===== src/rtl/fpt_pkg.sv =====
package fpt_pkg;

  // Swap sequencer states
  typedef enum logic {
    CT_IDLE = 1'b0,
    CT_SWAP = 1'b1
  } ctl_e;

endpackage


===== src/rtl/fpt_page_mem.sv =====
// Two-page data store: one synchronous write port, one registered read
// port; no reset on the array so it maps onto block RAM.
module fpt_page_mem #(
  parameter int IDX_W  = 4,
  parameter int DATA_W = 52
) (
  input  logic              clk,
  input  logic              rst,
  input  logic              we,
  input  logic [IDX_W:0]    waddr,
  input  logic [DATA_W-1:0] wdata,
  input  logic              re,
  input  logic [IDX_W:0]    raddr,
  output logic [DATA_W-1:0] rdata
);
  localparam int DEPTH = 1 << IDX_W;
  localparam int WORDS = 2 * DEPTH;

  logic [DATA_W-1:0] store [0:WORDS-1];

  always_ff @(posedge clk) begin
    if (we) store[waddr] <= wdata;
    if (re) rdata <= store[raddr];
  end

  // Writes target the shadow page, reads the active one: never the same word
  AST_RW_DISJOINT: assert property (@(posedge clk) disable iff (rst)
    (we && re) |-> (waddr != raddr));

endmodule


===== src/rtl/fpt_valid_bits.sv =====
// Entry-valid flags for both pages, held in flops so that reset and the
// page-wide clear at a swap take a single cycle.
module fpt_valid_bits #(
  parameter int IDX_W = 4
) (
  input  logic           clk,
  input  logic           rst,
  input  logic           we,
  input  logic [IDX_W:0] waddr,
  input  logic           wbit,
  input  logic           clr_en,
  input  logic           clr_page,
  input  logic           re,
  input  logic [IDX_W:0] raddr,
  output logic           rbit
);
  localparam int DEPTH = 1 << IDX_W;
  localparam int WORDS = 2 * DEPTH;

  logic [WORDS-1:0] bits_q;
  logic [WORDS-1:0] bits_d;

  for (genvar g = 0; g < WORDS; g++) begin : g_flag
    localparam bit HALF = (g >= DEPTH);
    logic hit_clr;
    logic hit_wr;
    assign hit_clr  = clr_en && (clr_page == HALF);
    assign hit_wr   = we && (waddr == (IDX_W+1)'(g));
    assign bits_d[g] = hit_clr ? 1'b0 : (hit_wr ? wbit : bits_q[g]);
  end

  always_ff @(posedge clk) begin
    if (rst) begin
      bits_q <= '0;
      rbit   <= 1'b0;
    end else begin
      bits_q <= bits_d;
      if (re) rbit <= bits_q[raddr];
    end
  end

  // After a page clear, the cleared half holds no valid entry
  AST_CLEAR_EMPTIES: assert property (@(posedge clk) disable iff (rst)
    clr_en |=> (($past(clr_page) ? bits_q[WORDS-1:DEPTH] : bits_q[DEPTH-1:0]) == '0));

endmodule


===== src/rtl/fpt_page_ctrl.sv =====
// Swap sequencer: a commit arms one pending cycle, then the active page flips.
module fpt_page_ctrl
  import fpt_pkg::*;
(
  input  logic clk,
  input  logic rst,
  input  logic commit,
  output logic active_page,
  output logic swap_now,
  output logic wr_ready
);
  ctl_e st_q;
  logic act_q;

  always_ff @(posedge clk) begin
    if (rst) begin
      st_q  <= CT_IDLE;
      act_q <= 1'b0;
    end else begin
      case (st_q)
        CT_IDLE: if (commit) st_q <= CT_SWAP;
        CT_SWAP: begin
          act_q <= ~act_q;
          st_q  <= CT_IDLE;
        end
        default: st_q <= CT_IDLE;
      endcase
    end
  end

  assign active_page = act_q;
  assign swap_now    = (st_q == CT_SWAP);
  assign wr_ready    = (st_q == CT_IDLE);

  AST_RESET_PAGE0: assert property (@(posedge clk) disable iff (rst)
    $past(rst) |-> (active_page == 1'b0));
  AST_FLIP_ONLY_ON_SWAP: assert property (@(posedge clk) disable iff (rst)
    (active_page != $past(active_page)) |-> $past(swap_now));
  AST_COMMIT_ARMS: assert property (@(posedge clk) disable iff (rst)
    (commit && !swap_now) |=> swap_now);
  AST_SWAP_ONCE: assert property (@(posedge clk) disable iff (rst)
    swap_now |=> !swap_now);

endmodule


===== src/rtl/fpt_lookup_pipe.sv =====
// Two-stage lookup pipeline: stage 1 is the memory read register, stage 2
// the response register. Back-pressure stalls both stages in place.
module fpt_lookup_pipe #(
  parameter int IDX_W = 4,
  parameter int IF_W  = 4,
  parameter int MAC_W = 48
) (
  input  logic                  clk,
  input  logic                  rst,
  input  logic                  req_valid,
  output logic                  req_ready,
  input  logic [IDX_W-1:0]      req_idx,
  input  logic                  active_page,
  output logic                  rd_en,
  output logic [IDX_W:0]        rd_addr,
  input  logic [IF_W+MAC_W-1:0] rd_data,
  input  logic                  rd_bit,
  output logic                  rsp_valid,
  input  logic                  rsp_ready,
  output logic [IF_W-1:0]       rsp_ifc,
  output logic [MAC_W-1:0]      rsp_mac,
  output logic                  rsp_drop
);
  logic s1_q;
  logic out_go;

  assign out_go    = !rsp_valid || rsp_ready;
  assign req_ready = !s1_q || out_go;
  assign rd_en     = req_ready;
  // Page is bound at acceptance: the read address carries it
  assign rd_addr   = {active_page, req_idx};

  always_ff @(posedge clk) begin
    if (rst) begin
      s1_q      <= 1'b0;
      rsp_valid <= 1'b0;
      rsp_ifc   <= '0;
      rsp_mac   <= '0;
      rsp_drop  <= 1'b0;
    end else begin
      if (req_ready) s1_q <= req_valid;
      if (out_go) begin
        rsp_valid <= s1_q;
        rsp_drop  <= !rd_bit;
        rsp_ifc   <= rd_bit ? rd_data[IF_W+MAC_W-1:MAC_W] : '0;
        rsp_mac   <= rd_bit ? rd_data[MAC_W-1:0] : '0;
      end
    end
  end

  AST_RSP_HOLD: assert property (@(posedge clk) disable iff (rst)
    (rsp_valid && !rsp_ready) |=> (rsp_valid && $stable(rsp_ifc) &&
                                   $stable(rsp_mac) && $stable(rsp_drop)));
  AST_STALL_BLOCKS_REQ: assert property (@(posedge clk) disable iff (rst)
    (rsp_valid && !rsp_ready && s1_q) |-> !req_ready);

endmodule


===== src/rtl/nh_page_table.sv =====
module nh_page_table #(
  parameter int IDX_W = 4,
  parameter int IF_W  = 4,
  parameter int MAC_W = 48
) (
  input  logic             clk,
  input  logic             rst,
  input  logic             lk_req_valid,
  output logic             lk_req_ready,
  input  logic [IDX_W-1:0] lk_req_idx,
  output logic             lk_rsp_valid,
  input  logic             lk_rsp_ready,
  output logic [IF_W-1:0]  lk_rsp_ifc,
  output logic [MAC_W-1:0] lk_rsp_mac,
  output logic             lk_rsp_drop,
  input  logic             wr_en,
  output logic             wr_ready,
  input  logic [IDX_W-1:0] wr_idx,
  input  logic [IF_W-1:0]  wr_ifc,
  input  logic [MAC_W-1:0] wr_mac,
  input  logic             wr_entry_ok,
  input  logic             commit,
  output logic             active_page
);
  localparam int DATA_W = IF_W + MAC_W;

  logic              swap_now;
  logic              mem_we;
  logic [IDX_W:0]    mem_waddr;
  logic              rd_en;
  logic [IDX_W:0]    rd_addr;
  logic [DATA_W-1:0] rd_data;
  logic              rd_bit;

  fpt_page_ctrl u_ctrl (
    .clk         (clk),
    .rst         (rst),
    .commit      (commit),
    .active_page (active_page),
    .swap_now    (swap_now),
    .wr_ready    (wr_ready)
  );

  assign mem_we    = wr_en && wr_ready;
  assign mem_waddr = {~active_page, wr_idx};

  fpt_page_mem #(.IDX_W(IDX_W), .DATA_W(DATA_W)) u_mem (
    .clk   (clk),
    .rst   (rst),
    .we    (mem_we),
    .waddr (mem_waddr),
    .wdata ({wr_ifc, wr_mac}),
    .re    (rd_en),
    .raddr (rd_addr),
    .rdata (rd_data)
  );

  // Clear the page that stops being active at the swap edge
  fpt_valid_bits #(.IDX_W(IDX_W)) u_vld (
    .clk      (clk),
    .rst      (rst),
    .we       (mem_we),
    .waddr    (mem_waddr),
    .wbit     (wr_entry_ok),
    .clr_en   (swap_now),
    .clr_page (active_page),
    .re       (rd_en),
    .raddr    (rd_addr),
    .rbit     (rd_bit)
  );

  fpt_lookup_pipe #(.IDX_W(IDX_W), .IF_W(IF_W), .MAC_W(MAC_W)) u_pipe (
    .clk         (clk),
    .rst         (rst),
    .req_valid   (lk_req_valid),
    .req_ready   (lk_req_ready),
    .req_idx     (lk_req_idx),
    .active_page (active_page),
    .rd_en       (rd_en),
    .rd_addr     (rd_addr),
    .rd_data     (rd_data),
    .rd_bit      (rd_bit),
    .rsp_valid   (lk_rsp_valid),
    .rsp_ready   (lk_rsp_ready),
    .rsp_ifc     (lk_rsp_ifc),
    .rsp_mac     (lk_rsp_mac),
    .rsp_drop    (lk_rsp_drop)
  );

  AST_NO_WRITE_ON_SWAP: assert property (@(posedge clk) disable iff (rst)
    swap_now |-> !mem_we);

endmodule


===== config.mk =====
export PLATFORM = sky130hd
export DESIGN_NAME = nh_page_table
export DESIGN_NICKNAME = d
export VERILOG_FILES = /design/src/rtl/fpt_pkg.sv /design/src/rtl/fpt_page_mem.sv /design/src/rtl/fpt_valid_bits.sv /design/src/rtl/fpt_page_ctrl.sv /design/src/rtl/fpt_lookup_pipe.sv /design/src/rtl/nh_page_table.sv
export SDC_FILE = /design/constraint.sdc
export NUM_CORES = 2
export LEC_CHECK = 0
export ABC_AREA = 0
export CAP_MARGIN = 20
export CORE_MARGIN = 2
export CORE_UTILIZATION = 50
export CTS_CLUSTER_SIZE = 14
export DETAILED_ROUTE_END_ITERATION = 16
export GPL_ROUTABILITY_DRIVEN = 0
export PLACE_DENSITY = 0.66
export SETUP_SLACK_MARGIN = 0.3
export SYNTH_ARGS = -nofsm -noshare
export SYNTH_HDL_FRONTEND = slang
export SYNTH_SLANG_ARGS = --single-unit

===== constraint.sdc =====
create_clock -name clk -period 11.9 [get_ports clk]
set_clock_uncertainty 0.1 [all_clocks]
set_input_delay 2.38 -clock clk [delete_from_list [all_inputs] [get_ports clk]]
set_output_delay 2.38 -clock clk [all_outputs]
set_load 0.05 [all_outputs]

# After elaboration in Yosys (flattened, before gate mapping)
# Memory sizes are Yosys's and may differ from the RTL's. A register that Yosys moved wholly into a read port is not among the register bits.
# Index checks and enable logic that the tools add are counted.
# classes
n_lt_le_gt_ge,1
eq_ne,31
muxes,8
bitwise_logic,2
n_reduce_logical,43
# op_table
op,n
5-bit equality test (second input constant),16
48-bit 2-to-1 mux,1
5-bit by 4-bit equality test with 1-bit output (second input constant),8
1-bit logical AND,35
5-bit by 3-bit equality test with 1-bit output (second input constant),4
5-bit by 2-bit equality test with 1-bit output (second input constant),2
5-bit by 6-bit < comparator with 1-bit output (second input constant),1
1-bit binary-select mux with 5-bit select,1
5-bit by 1-bit equality test with 1-bit output (second input constant),1
5-bit zero test,1
1-bit 2-to-1 mux,4
4-bit 2-to-1 mux,1
2-bit OR reduction,2
1-bit zero test,3
1-bit logical OR,2
1-bit NOT,2
1-bit case mux with 2 select lines,1
# totals
ff_bits,90
ramBits,1664
in_bits,67
output_inout_bits,57
word_cells,126
mem_count,1
# memory_table
memory,words,width,read_ports,rd_clocked_by_memory_dff,wr,line,source
u_mem.store,32,52,1,1,1,fpt_page_mem.sv:19,logic [DATA_W-1:0] store [0:WORDS-1];

# Longest topological paths before layout
# logic_depth
word_depth,4
ltp_mapped,9
ltp_nobuf,5

# Hierarchy
# From an unflattened synthesis, not the netlist that was laid out.
# hier_totals
hier_cells,4112
area_unflattened_um2,70137.3
# by_module_without_submodules
mod,instances,cells_per_inst,area_each_um2
fpt_page_mem,1,3641,66251.0
fpt_lookup_pipe,1,250,2082.0
fpt_valid_bits,1,213,1730.4
fpt_page_ctrl,1,6,63.8
nh_page_table,1,2,10.0

# Least setup slack after synthesis
# Ideal clock, no wire load.
# synth_timing
path_kind,input to register
startpoint,input port wr_idx[2]
endpoint,register u_vld.bits_q[8]
t_arrival_ns,7.210
required_ns,11.672
slack_ns,4.463
cell_stages,7
n_path_buf,2
path_cell_list,clkbuf_1 > nand2b_1 > clkbuf_1 > nand2b_1 > nor3_1 > mux2i_1 > nor2_1
# synth_between
elab_chain_len,2
# synth_rtl
element,line,source
start: declaration,nh_page_table.sv:18,"input logic [IDX_W-1:0] wr_idx,"
5-bit by 4-bit equality test with 1-bit output,fpt_valid_bits.sv:28,assign hit_wr = we && (waddr == (IDX_W+1)'(g));
1-bit logical AND,fpt_valid_bits.sv:28,
end signal: assignment,fpt_valid_bits.sv:37,bits_q <= bits_d;
end: declaration,fpt_valid_bits.sv:20,logic [WORDS-1:0] bits_q;
# Every way passes these cells.
# A chain may end at the register's enable or synchronous reset.

# Worst setup path in the final report
# layout_timing
startpoint,input port lk_rsp_ready
endpoint,output port lk_req_ready
# layout_between
elab_chain_len,2
# layout_rtl
element,line,source
start: declaration,nh_page_table.sv:12,"input logic lk_rsp_ready,"
1-bit logical OR,fpt_lookup_pipe.sv:27,assign out_go = !rsp_valid || rsp_ready;
1-bit logical OR,fpt_lookup_pipe.sv:28,assign req_ready = !s1_q || out_go;
end: declaration,nh_page_table.sv:9,"output logic lk_req_ready,"
# Every way passes these cells.

==> out/results.ini <==
[global_route]
grt_max_degree=153
antenna_found_initial=7
grt_overflow=0
grt_usage_pct=23.8
grt_pass1_wl_mm=236
grt_pass1_vias=33527

[routing]
vias_per_cell=6.29
drt_iter0_markers=3867
wl_mm=165
drtAntennaViolNets=0
drc_errors=0
wl_per_cell_um=32.0
dr.pass1.iters=7
vias=32374

[die]
die-area_um2=139000
start_util_pct=50.4
io_pins=124
core_um2=135000
die_h_um=373
placementRows=135
die_w_um=373

[clock_tree]
path_clk_slew_ns=0.05
cts_sinks=1806
root_buffer=clkbuf_16
cts_max_path_buffers=3
cts-resized-gates=0
cts_max_level=4
cts_tree=built
cts_setup_buffers=0
numCtsBuffers=179
postCtsHoldBufs=0
insertion_delay_ns=0.80

[sta]
fin_hold_ws_ns=0.354
min_period_ns=6.73
rsz0062_at_grt=false
slew_headroom_pct=26.4
timing.setup.tns_ns=0
post-route-period-util_pct=56.6
maxSlewViolCount=0
report.final.hold_viol_count=0
setup_violations=0
fmax_mhz=149
worst_pin_slew_ns=1.10

[synthesis]
syn_inst=2998
yosysSeqAreaShare_pct=78.1
synth_top_area_share_pct=75.5
synth.distinct_cells=32
syn_nets=3065
synth_area_um2=68200
synth-main-ff-cell=edfxtp_1
async_flop_share_pct=0
synth_edf_count=1716
synth_seq_cells=1806
yosysWarnings=0
postSynthAreaPerCell_um2=22.8
synth_area_leaders=edfxtp_1 (76%), mux4_2 (17%), dfxtp_1 (2.6%)
yosysTopAreaCell=edfxtp_1

[placed_design]
placedCellCount=4806
dp_hpwl_mm=81.3
io_buffers=123

[setup_path]
endpoint_kind=output pin
worst-setup-path-type=primary input to output pin
worstPathMaxFanout=21
arrival_ns=4.25
cp.required_ns=9.42
startpoint_type=primary input

[finish]
nets=3281
final_common_cell=edfxtp_1
final_cells=5150
drive_above_1_share_pct=26.8
layout_common_cells=edfxtp_1 (1716), mux4_2 (520), nand2_1 (241)
syn_to_final_growth_pct=14.0

[power]
power_mw=13.3
peakVddDrop_v=0.000120
p_leak_nw=24.3
pwr_density_cell_nw_per_um2=171

[outcome]
outcome=finished clean

[worst_hold_path]
hp-class=flop to flop

[run]
maxCapViolCount=0

## power breakdown
part,internal (mW),leakage (nW),switching [mW]
clock network,3.25,2.87,2.35
registers,7.04,16.3,0.0360
logic,0.258,5.16,0.377
## per-layer routing
| layer | part of all wire, % | global-route usage (%) | routed length [µm] | up-vias |
|---|---|---|---|---|
| met1 | 41 | 33.9 | 67300 | 17584 |
| met4 | 2.5 | 6.77 | 4040 | 4 |
| met2 | 49 | 38.5 | 81100 | 1502 |
| li1 | - | - | - | 13036 |
| met5 | 0.016 | 0 | 27 | - |
| met3 | 7.6 | 3.98 | 12500 | 248 |
## synth_stat cells (2+ instances only)
master,instances
nand2b_1,6
nor3b_1,2
clkbuf_1,91
buf_4,32
edfxtp_1,1716
nor3_1,8
nor2b_1,3
nand3_1,57
nor2_1,40
mux2i_1,24
buf_1,17
a21o_1,2
buf_2,15
nand3b_1,3
a22oi_1,3
a211oi_1,3
a21oi_1,79
nand2_1,242
dfxtp_1,90
o21ai_0,24
mux4_2,520
buf_6,11
## logic make-up after synthesis
| logic type | after synthesis | synth area share, % |
|---|---|---|
| AOI/OAI and AO/OA | 114 | 0.876 |
| muxes | 544 | 17.5 |
| DFF | 1806 | 78.1 |
| buffers and inverters | 168 | 1.25 |
| and+or+nand+nor | 365 | 2.21 |
| xor gates and xnor gates | 1 | 0.0128 |
## sequential cells by signal, summed over array words and instances (netlist names)
register and count:
u_mem.store 1664, u_mem.rdata 52, u_pipe.rsp_mac 48, u_vld.bits_q 32
u_pipe.rsp_ifc 4, u_ctrl.active_page 1, u_ctrl.swap_now 1, u_pipe.rsp_drop 1
u_pipe.rsp_valid 1, u_pipe.s1_q 1, u_vld.rbit 1
## worst max-delay path, cell delays in order
cell,delay [ns]
clkdlybuf4s50_1,0.54
nor2b_4,0.07
nand2_4,0.36
clkdlybuf4s50_1,0.90
## through the flow
step	worst slack [ns]	utilization (%)	cell area (µm²)
floorplan	4.46	-	68200
global placement	5.17	52.9	71700
detailed placement	5.15	53.0	71800
CTS	5.15	57.3	77600
global route	5.12	57.4	77800
finish	5.17	57.4	77800
## area by class of cell
class,instances,area [µm²]
clock buffer,230,4850
fill,9645,57700
clock inverter,104,1020
antenna,2,5.00
timing repair buffer,201,2060
sequential,1806,53300
tap,1781,2230
multi-input combinational,1024,14300
inverter,2,8.76
## final timing paths
kind / cells past startpoint / end / startpoint / slack [ns]
setup / recovery: 4 / lk_req_ready / lk_rsp_ready / 5.17
hold / removal: 2 / u_pipe.rsp_mac[2] / u_pipe.rsp_mac[2] / 0.35
setup reg to reg: 4 / u_mem.store[22][7] / u_ctrl.active_page / 8.11
hold reg to reg: 2 / u_pipe.rsp_mac[2] / u_pipe.rsp_mac[2] / 0.35
No activity file was read; power rests on OpenSTA's default activity.
